File: config.mk
export PLATFORM = sky130hd
export DESIGN_NAME = imm_alu_exec
export DESIGN_NICKNAME = d
export VERILOG_FILES = /design/src/rtl/imm_alu_pkg.sv /design/src/rtl/imm_alu_decode.sv /design/src/rtl/imm_alu_arith.sv /design/src/rtl/imm_alu_logic.sv /design/src/rtl/imm_alu_exec.sv
export SDC_FILE = /design/constraint.sdc
export NUM_CORES = 1
export LEC_CHECK = 0
export ABC_AREA = 1
export BUFFER_PORTS_ARGS = -buffer_cell sky130_fd_sc_hd__buf_2
export CORE_ASPECT_RATIO = 1.2
export CORE_MARGIN = 2
export CORE_UTILIZATION = 57
export DETAILED_ROUTE_END_ITERATION = 10
export GPL_ROUTABILITY_DRIVEN = 0
export PLACE_DENSITY_LB_ADDON = 0.1
export SLEW_MARGIN = 30
export SYNTH_ARGS = -nofsm -noshare
export SYNTH_HDL_FRONTEND = slang
export SYNTH_SLANG_ARGS = --single-unit
File: constraint.sdc
create_clock -name clk -period 1 [get_ports clk]
set_clock_uncertainty 0.1 [all_clocks]
set_input_delay 0 -clock clk [delete_from_list [all_inputs] [get_ports clk]]
set_output_delay 0 -clock clk [all_outputs]
set_load 0.1 [all_outputs]
File: src/rtl/imm_alu_pkg.sv
package imm_alu_pkg;

  typedef enum logic [2:0] {
    OP_ADD = 3'd0,
    OP_OR  = 3'd1,
    OP_AND = 3'd4,
    OP_SUB = 3'd5,
    OP_XOR = 3'd6,
    OP_CMP = 3'd7
  } alu_op_e;

  localparam logic [7:0] SHORT_SUB = 8'h2D;
  localparam logic [7:0] SHORT_AND = 8'h25;
  localparam logic [7:0] SHORT_OR  = 8'h0D;
  localparam logic [7:0] SHORT_XOR = 8'h35;
  localparam logic [7:0] SHORT_CMP = 8'h3D;

  function automatic logic is_logic_op(alu_op_e op);
    return (op == OP_AND) || (op == OP_OR) || (op == OP_XOR);
  endfunction

endpackage

File: src/rtl/imm_alu_decode.sv
module imm_alu_decode
  import imm_alu_pkg::*;
(
  input  logic       short_form_i,
  input  logic [7:0] opcode_i,
  input  logic [7:0] modrm_i,
  output alu_op_e    op_o,
  output logic       legal_o
);

  logic [2:0] sel;

  assign sel = modrm_i[5:3];

  always_comb begin
    op_o    = OP_ADD;
    legal_o = 1'b0;
    if (short_form_i) begin
      legal_o = 1'b1;
      unique case (opcode_i)
        SHORT_SUB: op_o = OP_SUB;
        SHORT_AND: op_o = OP_AND;
        SHORT_OR:  op_o = OP_OR;
        SHORT_XOR: op_o = OP_XOR;
        SHORT_CMP: op_o = OP_CMP;
        default:   legal_o = 1'b0;
      endcase
    end else begin
      legal_o = 1'b1;
      case (sel)
        3'd0:    op_o = OP_ADD;
        3'd1:    op_o = OP_OR;
        3'd4:    op_o = OP_AND;
        3'd5:    op_o = OP_SUB;
        3'd6:    op_o = OP_XOR;
        3'd7:    op_o = OP_CMP;
        default: legal_o = 1'b0;
      endcase
    end
  end

endmodule

File: src/rtl/imm_alu_arith.sv
module imm_alu_arith #(
  parameter int DATA_W = 32
) (
  input  logic [DATA_W-1:0] a_i,
  input  logic [DATA_W-1:0] b_i,
  input  logic              sub_i,
  output logic [DATA_W-1:0] sum_o,
  output logic              ovf_o
);

  localparam int MSB = DATA_W - 1;

  logic [DATA_W-1:0] b_eff;
  logic [DATA_W:0]   wide;

  always_comb begin
    b_eff = sub_i ? ~b_i : b_i;
    wide  = {1'b0, a_i} + {1'b0, b_eff} + {{DATA_W{1'b0}}, sub_i};
    sum_o = wide[DATA_W-1:0];
    ovf_o = (a_i[MSB] == b_eff[MSB]) && (sum_o[MSB] != a_i[MSB]);
  end

endmodule

File: src/rtl/imm_alu_logic.sv
module imm_alu_logic
  import imm_alu_pkg::*;
#(
  parameter int DATA_W = 32
) (
  input  logic [DATA_W-1:0] a_i,
  input  logic [DATA_W-1:0] b_i,
  input  alu_op_e           op_i,
  output logic [DATA_W-1:0] res_o
);

  always_comb begin
    case (op_i)
      OP_AND:  res_o = a_i & b_i;
      OP_OR:   res_o = a_i | b_i;
      OP_XOR:  res_o = a_i ^ b_i;
      default: res_o = '0;
    endcase
  end

endmodule

File: src/rtl/imm_alu_exec.sv
module imm_alu_exec
  import imm_alu_pkg::*;
#(
  parameter int DATA_W = 32
) (
  input  logic              clk,
  input  logic              rst_n,
  input  logic              start_i,
  input  logic              short_form_i,
  input  logic [7:0]        opcode_i,
  input  logic [7:0]        modrm_i,
  input  logic [DATA_W-1:0] dst_i,
  input  logic [DATA_W-1:0] imm_i,
  output logic              done_o,
  output logic [DATA_W-1:0] result_o,
  output logic              wr_en_o,
  output logic              sign_o,
  output logic              zero_o,
  output logic              ovf_o,
  output logic              illegal_o
);

  localparam int MSB = DATA_W - 1;

  alu_op_e           dec_op;
  logic              dec_legal;
  logic [DATA_W-1:0] arith_res;
  logic              arith_ovf;
  logic [DATA_W-1:0] logic_res;
  logic              use_sub;

  logic              done_d, wr_d, sign_d, zero_d, ovf_d, illegal_d;
  logic [DATA_W-1:0] result_d;
  logic [DATA_W-1:0] op_res;

  imm_alu_decode u_decode (
    .short_form_i (short_form_i),
    .opcode_i     (opcode_i),
    .modrm_i      (modrm_i),
    .op_o         (dec_op),
    .legal_o      (dec_legal)
  );

  assign use_sub = (dec_op == OP_SUB) || (dec_op == OP_CMP);

  imm_alu_arith #(.DATA_W(DATA_W)) u_arith (
    .a_i   (dst_i),
    .b_i   (imm_i),
    .sub_i (use_sub),
    .sum_o (arith_res),
    .ovf_o (arith_ovf)
  );

  imm_alu_logic #(.DATA_W(DATA_W)) u_logic (
    .a_i   (dst_i),
    .b_i   (imm_i),
    .op_i  (dec_op),
    .res_o (logic_res)
  );

  // next-state
  always_comb begin
    done_d    = 1'b0;
    wr_d      = 1'b0;
    illegal_d = 1'b0;
    result_d  = result_o;
    sign_d    = sign_o;
    zero_d    = zero_o;
    ovf_d     = ovf_o;
    op_res    = is_logic_op(dec_op) ? logic_res : arith_res;
    if (start_i) begin
      done_d    = 1'b1;
      illegal_d = !dec_legal;
      if (dec_legal) begin
        wr_d     = (dec_op != OP_CMP);
        result_d = op_res;
        sign_d   = op_res[MSB];
        zero_d   = (op_res == '0);
        ovf_d    = is_logic_op(dec_op) ? 1'b0 : arith_ovf;
      end
    end
  end

  // registers
  always_ff @(posedge clk or negedge rst_n) begin
    if (!rst_n) begin
      done_o    <= 1'b0;
      wr_en_o   <= 1'b0;
      illegal_o <= 1'b0;
      result_o  <= '0;
      sign_o    <= 1'b0;
      zero_o    <= 1'b0;
      ovf_o     <= 1'b0;
    end else begin
      done_o    <= done_d;
      wr_en_o   <= wr_d;
      illegal_o <= illegal_d;
      result_o  <= result_d;
      sign_o    <= sign_d;
      zero_o    <= zero_d;
      ovf_o     <= ovf_d;
    end
  end

  // done follows start by one cycle, and only then
  a_r10_done_after_start: assert property (@(posedge clk) disable iff (!rst_n)
    start_i |=> done_o);
  a_r10_no_spurious_done: assert property (@(posedge clk) disable iff (!rst_n)
    !start_i |=> !done_o);
  a_r10_hold_when_idle: assert property (@(posedge clk) disable iff (!rst_n)
    !start_i |=> $stable(result_o) && $stable(sign_o) && $stable(zero_o) && $stable(ovf_o));
  a_r10_wr_only_with_done: assert property (@(posedge clk) disable iff (!rst_n)
    wr_en_o |-> done_o);
  // illegal never writes and leaves flags untouched
  a_r8_illegal_no_write: assert property (@(posedge clk) disable iff (!rst_n)
    illegal_o |-> done_o && !wr_en_o);
  a_r8_illegal_holds_flags: assert property (@(posedge clk) disable iff (!rst_n)
    illegal_o |-> $stable(result_o) && $stable(sign_o) && $stable(zero_o) && $stable(ovf_o));
  // compare never requests a write
  a_r5_cmp_no_write: assert property (@(posedge clk) disable iff (!rst_n)
    (start_i && dec_legal && dec_op == OP_CMP) |=> !wr_en_o);
  // logic operations leave overflow clear
  a_r4_logic_no_ovf: assert property (@(posedge clk) disable iff (!rst_n)
    (start_i && dec_legal && is_logic_op(dec_op)) |=> !ovf_o);
  // zero flag agrees with the result after a legal operation
  a_r6_zero_matches: assert property (@(posedge clk) disable iff (!rst_n)
    (done_o && !illegal_o) |-> (zero_o == (result_o == '0)));

endmodule

==> run summary, run 1 <==
PortBufs: 116
I/O Pins: 122
Async S/R FF share, synth: 100%
Global route total overflow: 8
Number of synthesized flops with an enable pin: 0
Most common flop cell mapped by yosys: dfrtp_1
DP Worst Slack: -2.43 ns
Clk sinks: 37
Library cells used by synthesis: 51
Mapped Avg Cell Area: 6.72 um2
Vias in the first global route: 9792
CTS buffer count: 5
Die X: 95.3 um
Die Y: 114 um
Area share of the largest cell type after synthesis: 20.6%
Post-Syn Area: 5710 um2
First Err: [ERROR GRT-0116] Global routing finished with congestion. Check the congestion regions in the DRC Viewer.
Synth Net Count: 1028
FP Rows: 40
Failed at: 5_1_grt
Initial Util: 57.9%
Largest area contributor in the netlist: ha_1
Sequential cell area fraction in the yosys report: 16.2%
Post-Synthesis Cells: 849
CTS root buffer: clkbuf_16
Depth of the CTS H-tree: 2
Global-route wire length before repair: 53200 um
Post-synthesis register bit count: 37
Gr usage total: 65.7%
Largest net degree at the start of global routing: 38
Outcome: aborted with a tool error
Max Buffers Root-to-Sink: 2
Hpwl dp: 17400 um
Synth area leaders: ha_1 21%, dfrtp_1 16%, nand2_1 13%, inv_1 8.6%, xor2_1 5.5%
Synth warnings: 0
## what timing repair did
action	4_1_cts
hold buffers	2
pin swaps	29
hold endpoints to repair	39
buffers inserted	7
gates resized for setup	97
setup endpoints to repair	44
## per-stage QoR
stage | TNS [ns] | area (um2) | cells
after floorplan | -44.91 | 5850 | 849
after global placement | -60.61 | 8600 | 1270
after detailed placement | -66.50 | 8600 | 1270
after CTS | -54.20 | 9130 | 1287
## logic make-up after synthesis
logic type	share of synthesized area [%]
flops	16.2
fa+ha+maj	21.0
buf+inv	10.9
compound gates	16.8
simple gates	29.6
xor+xnor	5.53
## synthesized netlist by cell type, types with 4 or more instances
library cell and count:
a21o_1 7, a21oi_1 41, a221oi_1 13, a221oi_2 4, a22oi_1 4, a31oi_1 8
buf_2 8, clkbuf_1 6, dfrtp_1 37, ha_1 94, inv_1 130, nand2_1 203
nand2_2 8, nand3_1 56, nand3b_1 9, nand4_1 9, nor2_1 68, nor3_1 7
o211ai_1 10, o21a_1 9, o21ai_0 35, xor2_1 36
## metal layers
layer	global-route usage, %	GRT overflow
met5	13.2	0
met2	88.1	4
met4	68.3	4
met1	64.6	0
met3	41.3	0
==> inputs of run 2 (changes only) <==
--- a/config.mk
+++ b/config.mk
@@ -7,12 +7,11 @@
 export LEC_CHECK = 0
 export ABC_AREA = 1
 export BUFFER_PORTS_ARGS = -buffer_cell sky130_fd_sc_hd__buf_2
-export CORE_ASPECT_RATIO = 1.2
 export CORE_MARGIN = 2
-export CORE_UTILIZATION = 57
+export CORE_UTILIZATION = 40
 export DETAILED_ROUTE_END_ITERATION = 10
 export GPL_ROUTABILITY_DRIVEN = 0
-export PLACE_DENSITY_LB_ADDON = 0.1
+export PLACE_DENSITY_LB_ADDON = 0.15
 export SLEW_MARGIN = 30
 export SYNTH_ARGS = -nofsm -noshare
 export SYNTH_HDL_FRONTEND = slang
==> run summary, run 2 <==
Outcome: complete, but fails checks
Failing checks: setup timing
RSZ-0062 raised after global routing: true
Tmin final: 3.07 ns
CP required: 1.12 ns
Global route total overflow: 0
Gr usage total: 26.2%
Die Y: 123 um (+8.7%)
Slew headroom: 66.7%
P_int: 7.59 mW
R2R Setup Slk: 0.03 ns
CTS tree: done
Most frequent cells in the layout: 237 x buf_4, 152 x nand2_1, 108 x inv_1
# fillers: 953
CTS buffer count: 5 (unchanged)
Antenna violations before repair: 0
Area share of the largest cell type after synthesis: 20.6% (unchanged)
DRC viols: 0
CP Buf/Inv Count: 4
Hold_sp: dst_i[31]
Register area: 930 um2
CTS clk-pin slew, worst paths: 0.06 ns
Worst Hold Class: in -> reg
Detailed Route Iter0 Violations: 627
Post-synthesis register bit count: 37 (unchanged)
Worst-Margin Slew: 0.500 ns
Fin nets: 1418
Max-cap violations: 0
Largest net degree at the start of global routing: 40
Drt first pass iters: 5
Diodes inserted: 0
Vias/cell: 5.19
Hpwl dp: 15500 um (-11%)
CTS root buffer: clkbuf_16
Most common flop cell mapped by yosys: dfrtp_1
Clk_lat worst skew: 0.28 ns
Critical-path top delay cell: ha_1
DP Worst Slack: -2.27 ns (+0.159 ns)
Leakage: 5.53 nW
Register share of total power: 15.1%
Tcrit/Tclk final: 307%
Worst reg2reg startpoint: result_o[27]$_DFFE_PN0P_
Largest register FFs: 32
P&R area growth vs syn: 86.6%
Die X: 123 um (+29%)
Remaining antenna violation count after routing: 0
Total power: 14.5 mW
Setup WS post-layout: -2.07 ns
Synth Net Count: 1028 (unchanged)
Async S/R FF share, synth: 100% (unchanged)
VDD IR max: 0.000859 V
Synth warnings: 0 (unchanged)
FP Rows: 43 (+7.5%)
Crit path max fanout: 4
Switch share: 47.8%
CP Class: in -> reg
Total Wirelength: 22300 um
Setup TNS: -55.84 ns
Power density over the cells: 1360 nW/um2
Initial Util: 41.1% (-17 points)
Global-route wire length before repair: 31800 um
Post-Syn Area: 5710 um2 (unchanged)
Largest area contributor in the netlist: ha_1
Depth of the CTS H-tree: 2 (unchanged)
Vias in the first global route: 6783
Via count: 7363
CP cell instances: buf_6 -> inv_2 -> nor2_1 -> nor2_1 -> nand2_1 -> nand2_2 -> nand3_4 -> buf_6 -> xor2_1 -> ha_1 -> buf_4 -> a21oi_2 -> o21ai_2 -> a21oi_2 -> o21bai_2 -> a21o_1 -> or2_1 -> nand3_2 -> nand2_2 -> nor2_1 -> nand3_1 -> nor2_2 -> nand4_1 -> nand2_1
Biggest register: result_o
Sequential cell area fraction in the yosys report: 16.2% (unchanged)
NetSw: 6.94 mW
Clk sinks: 37 (unchanged)
Clock share of power: 12.4%
Wire length per cell: 15.7 um
Die footprint: 15200 um2
I/O Pins: 122 (unchanged)
Critical path capture point type: flip-flop
Combinational Power Share: 72.5%
Post-Synthesis Cells: 849 (unchanged)
Fmax: 326 MHz
Library cells used by synthesis: 51 (unchanged)
Startpoint Class: primary input
Synth area leaders: ha_1 21%, dfrtp_1 16%, nand2_1 13%, inv_1 8.6%, xor2_1 5.5%
Slew Limit Fails: 0
Setup violators final: 38
Critical Path AT: 3.19 ns
Mapped Avg Cell Area: 6.72 um2 (unchanged)
PortBufs: 116 (unchanged)
Share of cells above drive strength 1: 51.5%
Max Buffers Root-to-Sink: 2 (unchanged)
Leading cell type by number of instances after synthesis: nand2_1
Multi-input gate area: 5110 um2
Launch point of the worst path: opcode_i[4]
Final Hold Fails: 0
Synth top cells by count: 203 x nand2_1, 130 x inv_1, 94 x ha_1, 68 x nor2_1, 56 x nand3_1
Max incr delay on CP: 0.33 ns
Commonest non-fill, non-tap cell in the layout: buf_4
Crit path max-delay family: simple AND/OR/NAND/NOR gates
CORE AREA: 13900 um2
Worst path most repeated cell: nor2_1
Number of synthesized flops with an enable pin: 0 (unchanged)
run 2: cell counts after synthesis:
No cell type changed its count.
run 2: worst paths after layout:
kind | endpoint | cells past startpoint
worst max-delay path | zero_o$_DFFE_PN0P_ | 24
worst min-delay path | ovf_o$_DFFE_PN0P_ | 5
worst max register to register | result_o[27]$_DFFE_PN0P_ | 2
worst min register to register | result_o[22]$_DFFE_PN0P_ | 2
max in group asynchronous | result_o[31]$_DFFE_PN0P_ | 3
min in group asynchronous | illegal_o$_DFF_PN0_ | 3
run 2: logic make-up after synthesis:
family,share of synthesized area (%)
AOI/OAI and AO/OA,16.8
xor gates and xnor gates,5.53
adders and majority gates,21.0
buffers and inverters,10.9
DFF,16.2
and+or+nand+nor,29.6
run 2: through the flow:
stage | hold WS (ns) | cells | util [%] | area [um2]
detailed placement | -0.123 | 1348 | 64.1 | 8900
global route | 0.160 | 1420 | 76.7 | 10600
finish | 0.0900 | 1420 | 76.7 | 10600
global placement | -0.118 | 1348 | 64.1 | 8900
floorplan | -0.396 | 849 | - | 5850
CTS | 0.0906 | 1403 | 70.5 | 9790
run 2: area by class of cell:
type	instances	share of cell area, %
multi-input combinational	659	48.0
sequential	37	8.73
clock inverter	1	0.282
clock buffer	7	1.34
timing repair inverter	1	0.106
timing repair buffer	403	34.4
inverter	132	5.02
tap	180	2.12
run 2: power groups by stage:
stage / Clock (mW) / Combinational (mW) / Sequential (mW)
finish: 1.81 / 10.5 / 2.19
global route: 1.90 / 11.1 / 2.23
CTS: 1.84 / 9.33 / 2.20
detailed placement: 0 / 8.76 / 2.22
global placement: 0 / 8.68 / 2.21
floorplan: 0 / 2.63 / 4.34
run 2: repair_timing:
item                                    in CTS  in global routing
resized for setup                          104                190
gates cloned                                 2                  1
pin swaps                                   56                104
endpoints found under the setup margin      39                 44
endpoints found under the hold margin       40                  0
setup buffers                               45                 21
hold buffers                                 3                  0
run 2: layer usage:
metal	up-vias	part of all wire (%)	global-route usage (%)
met5	-	0	0
met3	62	6.3	2.91
met4	0	3.7	7.03
met2	300	47	43.9
li1	3574	-	-
met1	3427	43	35.8
run 2: worst reg2reg max path, cell delays in order, from the launching register on:
cell	delay (ns)
dfrtp_1	0.42
buf_4	0.15
o21a_1	0.19
No activity file was read; power rests on OpenSTA's default activity.
==> inputs of run 3 (changes only) <==
--- a/config.mk
+++ b/config.mk
@@ -6,6 +6,7 @@
 export NUM_CORES = 1
 export LEC_CHECK = 0
 export ABC_AREA = 1
+export ABC_CLOCK_PERIOD_IN_PS = 2850
 export BUFFER_PORTS_ARGS = -buffer_cell sky130_fd_sc_hd__buf_2
 export CORE_MARGIN = 2
 export CORE_UTILIZATION = 40
==> constraint.sdc (replaced) <==
create_clock -name clk -period 2.85 [get_ports clk]
set_clock_uncertainty 0.1 [all_clocks]
set_input_delay 0 -clock clk [delete_from_list [all_inputs] [get_ports clk]]
set_output_delay 0 -clock clk [all_outputs]
set_load 0.1 [all_outputs]
==> run summary, run 3 (synthesis gave the netlist of run 2 again) <==
Outcome: complete, but fails checks
Failing checks: setup timing
CORE AREA: 13900 um2 (unchanged)
Most frequent cells in the layout: 166 x nand2_1, 151 x buf_4, 112 x buf_2
Leakage: 4.58 nW (-17%)
Detailed Route Iter0 Violations: 315 (-50%)
CTS tree: done
Startpoint Class: primary input
Share of cells above drive strength 1: 40.8% (-11 points)
Critical Path AT: 3.04 ns (-0.15 ns)
Clk sinks: 37 (unchanged)
Final Hold Fails: 0 (unchanged)
Wire length per cell: 13.8 um (-12%)
DRC viols: 0 (unchanged)
P&R area growth vs syn: 49.9%
Gr usage total: 23.3% (-2.9 points)
Drt first pass iters: 5 (unchanged)
CP Buf/Inv Count: 5 (+1)
Critical-path top delay cell: ha_1
Register share of total power: 16.8% (+1.7 points)
Antenna violations before repair: 0 (unchanged)
Worst-Margin Slew: 0.790 ns (+0.290 ns)
Commonest non-fill, non-tap cell in the layout: nand2_1
Finished Core Util: 61.6% (-15 points)
CTS clk-pin slew, worst paths: 0.06 ns (about the same)
PortBufs: 116 (unchanged)
FP Rows: 43 (unchanged)
Max incr delay on CP: 0.37 ns (+0.04 ns)
Largest net degree at the start of global routing: 40 (unchanged)
Clk_lat worst skew: 0.27 ns (about the same)
Total Wirelength: 17900 um (-20%)
CP cell instances: buf_8 -> inv_2 -> nand2_2 -> nor2_2 -> nand2_2 -> nand2_2 -> nand3_4 -> buf_12 -> xor2_1 -> ha_1 -> nand2_2 -> nor3_4 -> a21oi_2 -> o21bai_2 -> buf_4 -> xor2_1 -> a21oi_1 -> buf_4 -> nand3_1 -> nor2_1 -> nand3_1 -> nor2_2 -> nand4_1 -> nand2_1
VDD IR max: 0.000324 V (-62%)
Combinational Power Share: 69.3% (-3.2 points)
Diodes inserted: 0 (unchanged)
Die Y: 123 um (unchanged)
Initial Util: 41.1% (unchanged)
P_int: 1.96 mW (-74%)
CTS root buffer: clkbuf_16
RSZ-0062 raised after global routing: true
Die footprint: 15200 um2 (unchanged)
Worst Hold Class: in -> reg
NetSw: 2.17 mW (-69%)
Power density over the cells: 483 nW/um2 (-65%)
Fin nets: 1295 (-8.7%)
CP required: 2.97 ns (+1.85 ns)
CTS buffer count: 5 (unchanged)
Hpwl dp: 14300 um (-7.9%)
Tmin final: 2.92 ns
Clock share of power: 13.8% (+1.4 points)
Crit path max fanout: 8 (+4)
Remaining antenna violation count after routing: 0 (unchanged)
CP Class: in -> reg
Tcrit/Tclk final: 102%
Setup WS post-layout: -0.0663 ns (+2.00 ns)
Vias/cell: 5.02 (-3.1%)
Via count: 6517 (-11%)
Fmax: 343 MHz
Hold Slack: 0.0752 ns (-0.0148 ns)
Largest register FFs: 32 (unchanged)
Global-route wire length before repair: 29000 um (-9.0%)
Depth of the CTS H-tree: 2 (unchanged)
Biggest register: result_o
Slew headroom: 47.3% (-19 points)
Max-cap violations: 0 (unchanged)
Slew Limit Fails: 0 (unchanged)
Die X: 123 um (unchanged)
Global route total overflow: 0 (unchanged)
Critical path capture point type: flip-flop
Vias in the first global route: 6218 (-8.3%)
Crit path max-delay family: simple AND/OR/NAND/NOR gates
Worst path most repeated cell: nand2_2
Max Buffers Root-to-Sink: 2 (unchanged)
Setup violators final: 2 (-95%)
Switch share: 52.5% (+4.8 points)
I/O Pins: 122 (unchanged)
-- run 3: cell types whose count changed in the layout (fill, tap and decap cells not counted), sizes merged --
cell,delta
buf,-121
bufinv,-1
nor2,-1
clkinv,+1
inv,-1
-- run 3: through the flow --
stage	TNS (ns)	setup WS, ns	total power [mW]	area (um2)	std cells
final	-0.0720	-0.0663	4.13	8550	1297
after global routing	-0.974	-0.244	4.39	8550	1297
after CTS	-0.0418	-0.0418	3.91	7920	1284
after detailed placement	-5.71	-0.518	3.25	7480	1265
after global placement	-4.58	-0.477	3.23	7480	1265
after floorplan	0	0.0221	2.40	5710	849
-- run 3: final cells by class --
cell class / count / area (um2)
fill: 1311 / 5330
multi-input combinational: 658 / 4790
timing repair buffer: 282 / 1950
sequential: 37 / 926
inverter: 132 / 503
tap: 180 / 225
clock buffer: 7 / 153
clock inverter: 1 / 5.00
-- run 3: power groups by stage --
stage	clock (mW)	sequential, mW	combinational, mW
after floorplan	0	1.52	0.885
after global placement	0	0.702	2.53
after detailed placement	0	0.707	2.55
after CTS	0.577	0.699	2.63
after global routing	0.594	0.713	3.08
final	0.571	0.696	2.87
-- run 3: layer usage --
layer / GRT usage, % / part of all wire (%) / vias to the layer above
met2: 38.6 / 45 / 176
met3: 1.34 / 4.8 / 19
met4: 4.33 / 1.2 / 0
met5: 0 / 0 / -
li1: - / - / 3330
met1: 33.7 / 49 / 2992
-- run 3: tightest hold or removal path: cells and delay by family --
kind / cells / cell delay, ns
AND/OR/NAND/NOR: 1 / 0.03
buffers and inverters: 2 / 0.23
AO/OA/AOI/OAI: 1 / 0.15
-- run 3: path summary, 6_finish.rpt --
path                            slack (ns)                startpoint  cells past startpoint                        to
worst max-delay path                 -0.07               opcode_i[6]                     24        zero_o$_DFFE_PN0P_
min in group asynchronous             0.24                     rst_n                      2       illegal_o$_DFF_PN0_
worst min-delay path                  0.08              short_form_i                      4       illegal_o$_DFF_PN0_
worst max register to register        2.04   result_o[9]$_DFFE_PN0P_                      1   result_o[9]$_DFFE_PN0P_
max in group asynchronous             1.90                     rst_n                      2  result_o[28]$_DFFE_PN0P_
worst min register to register        0.37  result_o[28]$_DFFE_PN0P_                      2  result_o[28]$_DFFE_PN0P_
-- run 3: repair_timing --
item / 4_1_cts / 5_1_grt
hold buffers: 3 / 0
hold endpoints to repair: 40 / 0
endpoints found under the setup margin: 9 / 24
resized for setup: 59 / 149
pin swaps: 36 / 66
buffers inserted: 8 / 13
==> inputs of run 4 (changes only) <==
--- a/config.mk
+++ b/config.mk
@@ -13,6 +13,7 @@
 export DETAILED_ROUTE_END_ITERATION = 10
 export GPL_ROUTABILITY_DRIVEN = 0
 export PLACE_DENSITY_LB_ADDON = 0.15
+export SETUP_SLACK_MARGIN = 0.1
 export SLEW_MARGIN = 30
 export SYNTH_ARGS = -nofsm -noshare
 export SYNTH_HDL_FRONTEND = slang
==> run summary, run 4 (synthesis gave the netlist of run 2 again) <==
Outcome: complete, but fails checks
Failing checks: setup timing
CTS buffer count: 5 (unchanged)
RSZ-0062 raised after global routing: true
Gr usage total: 23.6% (+0.21 points)
Tcrit/Tclk final: 102% (-0.16 points)
DP Worst Slack: -0.474 ns (+0.0440 ns)
Setup violators final: 1 (-1)
Max Buffers Root-to-Sink: 2 (unchanged)
Clk sinks: 37 (unchanged)
Depth of the CTS H-tree: 2 (unchanged)
Crit path max fanout: 6 (-2)
Slew Limit Fails: 0 (unchanged)
Final Hold Fails: 0 (unchanged)
Setup TNS: -0.0619 ns (+0.0101 ns)
Die X: 123 um (unchanged)
Total power: 4.18 mW (+1.1%)
Slew headroom: 45.3% (-2.0 points)
Max-cap violations: 0 (unchanged)
Largest net degree at the start of global routing: 40 (unchanged)
CP Class: in -> reg
Clk_lat worst skew: 0.28 ns (about the same)
Fmax: 343 MHz (+0.15%)
Fin nets: 1314 (+1.5%)
Vias in the first global route: 5968 (-4.0%)
Die Y: 123 um (unchanged)
Antenna violations before repair: 0 (unchanged)
Post-Layout Cell Count: 1316 (+1.5%)
Switch share: 52.5% (-0.054 points)
P&R area growth vs syn: 54.4%
Worst Hold Class: in -> reg
Total Wirelength: 18800 um (+4.6%)
Combinational Power Share: 71.0% (+1.7 points)
Diodes inserted: 0 (unchanged)
Register share of total power: 16.6% (-0.2 points)
Hpwl dp: 14600 um (+2.3%)
Share of cells above drive strength 1: 42.7% (+1.9 points)
P_int: 1.99 mW (+1.2%)
VDD IR max: 0.000265 V (-18%)
Finished Cell Area: 8810 um2 (+3.0%)
CTS root buffer: clkbuf_16
Clock share of power: 12.4% (-1.4 points)
PortBufs: 116 (unchanged)
Commonest non-fill, non-tap cell in the layout: buf_4
Vias/cell: 5.03 (+0.13%)
Global-route wire length before repair: 28700 um (-0.95%)
Critical path capture point type: flip-flop
Leakage: 4.68 nW (+2.0%)
# fillers: 1224 (-6.6%)
Tmin final: 2.91 ns (-0.00446 ns)
FP Rows: 43 (unchanged)
CP required: 2.97 ns (about the same)
CTS tree: done
Global route total overflow: 0 (unchanged)
Wire length per cell: 14.3 um (+3.1%)
Largest register FFs: 32 (unchanged)
Power density over the cells: 475 nW/um2 (-1.8%)
CTS clk-pin slew, worst paths: 0.05 ns (about the same)
Setup WS post-layout: -0.0619 ns (+0.00446 ns)
Finished Core Util: 63.4% (+1.8 points)
Critical Path AT: 3.03 ns (about the same)
DRC viols: 0 (unchanged)
Drt first pass iters: 5 (unchanged)
Initial Util: 41.1% (unchanged)
Startpoint Class: primary input
Placed Instances: 1269 (+0.32%)
Biggest register: result_o
Die footprint: 15200 um2 (unchanged)
CORE AREA: 13900 um2 (unchanged)
Remaining antenna violation count after routing: 0 (unchanged)
Placed cell areas: 7550 um2 (+0.97%)
NetSw: 2.19 mW (+0.99%)
Hold Slack: 0.108 ns (+0.0326 ns)
Detailed Route Iter0 Violations: 272 (-14%)
Via count: 6621 (+1.6%)
I/O Pins: 122 (unchanged)
Worst-Margin Slew: 0.820 ns (+0.0295 ns)
Most frequent cells in the layout: 163 x buf_4, 160 x nand2_1, 114 x inv_1
-- run 4: power groups by stage --
stage	Sequential (mW)	Combinational (mW)	Clock, mW
after floorplan	1.52	0.893	0
after global placement	0.703	2.56	0
after detailed placement	0.704	2.58	0
after CTS	0.695	2.67	0.533
after global routing	0.707	3.18	0.554
final	0.694	2.97	0.517
-- run 4: final timing paths --
path / start / to / cells after the start / slack, ns
max: opcode_i[4] / zero_o$_DFFE_PN0P_ / 27 / -0.06
min: short_form_i / illegal_o$_DFF_PN0_ / 4 / 0.11
max reg2reg: result_o[27]$_DFFE_PN0P_ / result_o[27]$_DFFE_PN0P_ / 1 / 2.07
min reg2reg: result_o[24]$_DFFE_PN0P_ / result_o[24]$_DFFE_PN0P_ / 2 / 0.37
max in group asynchronous: rst_n / result_o[24]$_DFFE_PN0P_ / 2 / 1.87
min in group asynchronous: rst_n / done_o$_DFF_PN0_ / 2 / 0.25
-- run 4: repair_timing --
item	4_1_cts	5_1_grt
hold buffers	3	0
hold endpoints to repair	40	0
pin swaps	38	78
setup buffers	16	20
gates cloned	1	1
endpoints found under the setup margin	14	27
resized for setup	46	163
-- run 4: critical path, cell delays in order --
cell	delay, ns
buf_6	0.10
inv_4	0.05
nor2_4	0.04
nor2_2	0.11
nand2_2	0.09
nand2_4	0.08
nand3_4	0.10
buf_12	0.16
buf_12	0.14
clkbuf_16	0.16
xor2_1	0.14
ha_1	0.35
nand2_2	0.09
nor2_1	0.10
inv_1	0.07
nor2_2	0.13
inv_2	0.06
buf_6	0.11
nor3_2	0.15
nand2_1	0.11
nand2_1	0.10
nand2_1	0.07
nand3_2	0.08
nand3_1	0.09
nor3_2	0.16
nand4_1	0.10
nand2_1	0.07
-- run 4: routing by layer --
metal	vias to the layer above	wire length, um	global-route usage [%]
met1	3057	9170	34.2
met2	162	8340	37.3
met5	-	0	0
li1	3367	-	-
met3	35	785	1.71
met4	0	466	6.89
-- run 4: layout make-up --
class / count / area, um2 / area share, %
clock buffer: 6 / 129 / 1.46
tap: 180 / 225 / 2.56
clock inverter: 2 / 10.0 / 0.114
sequential: 37 / 926 / 10.5
inverter: 132 / 505 / 5.74
multi-input combinational: 658 / 4860 / 55.2
timing repair buffer: 301 / 2150 / 24.4
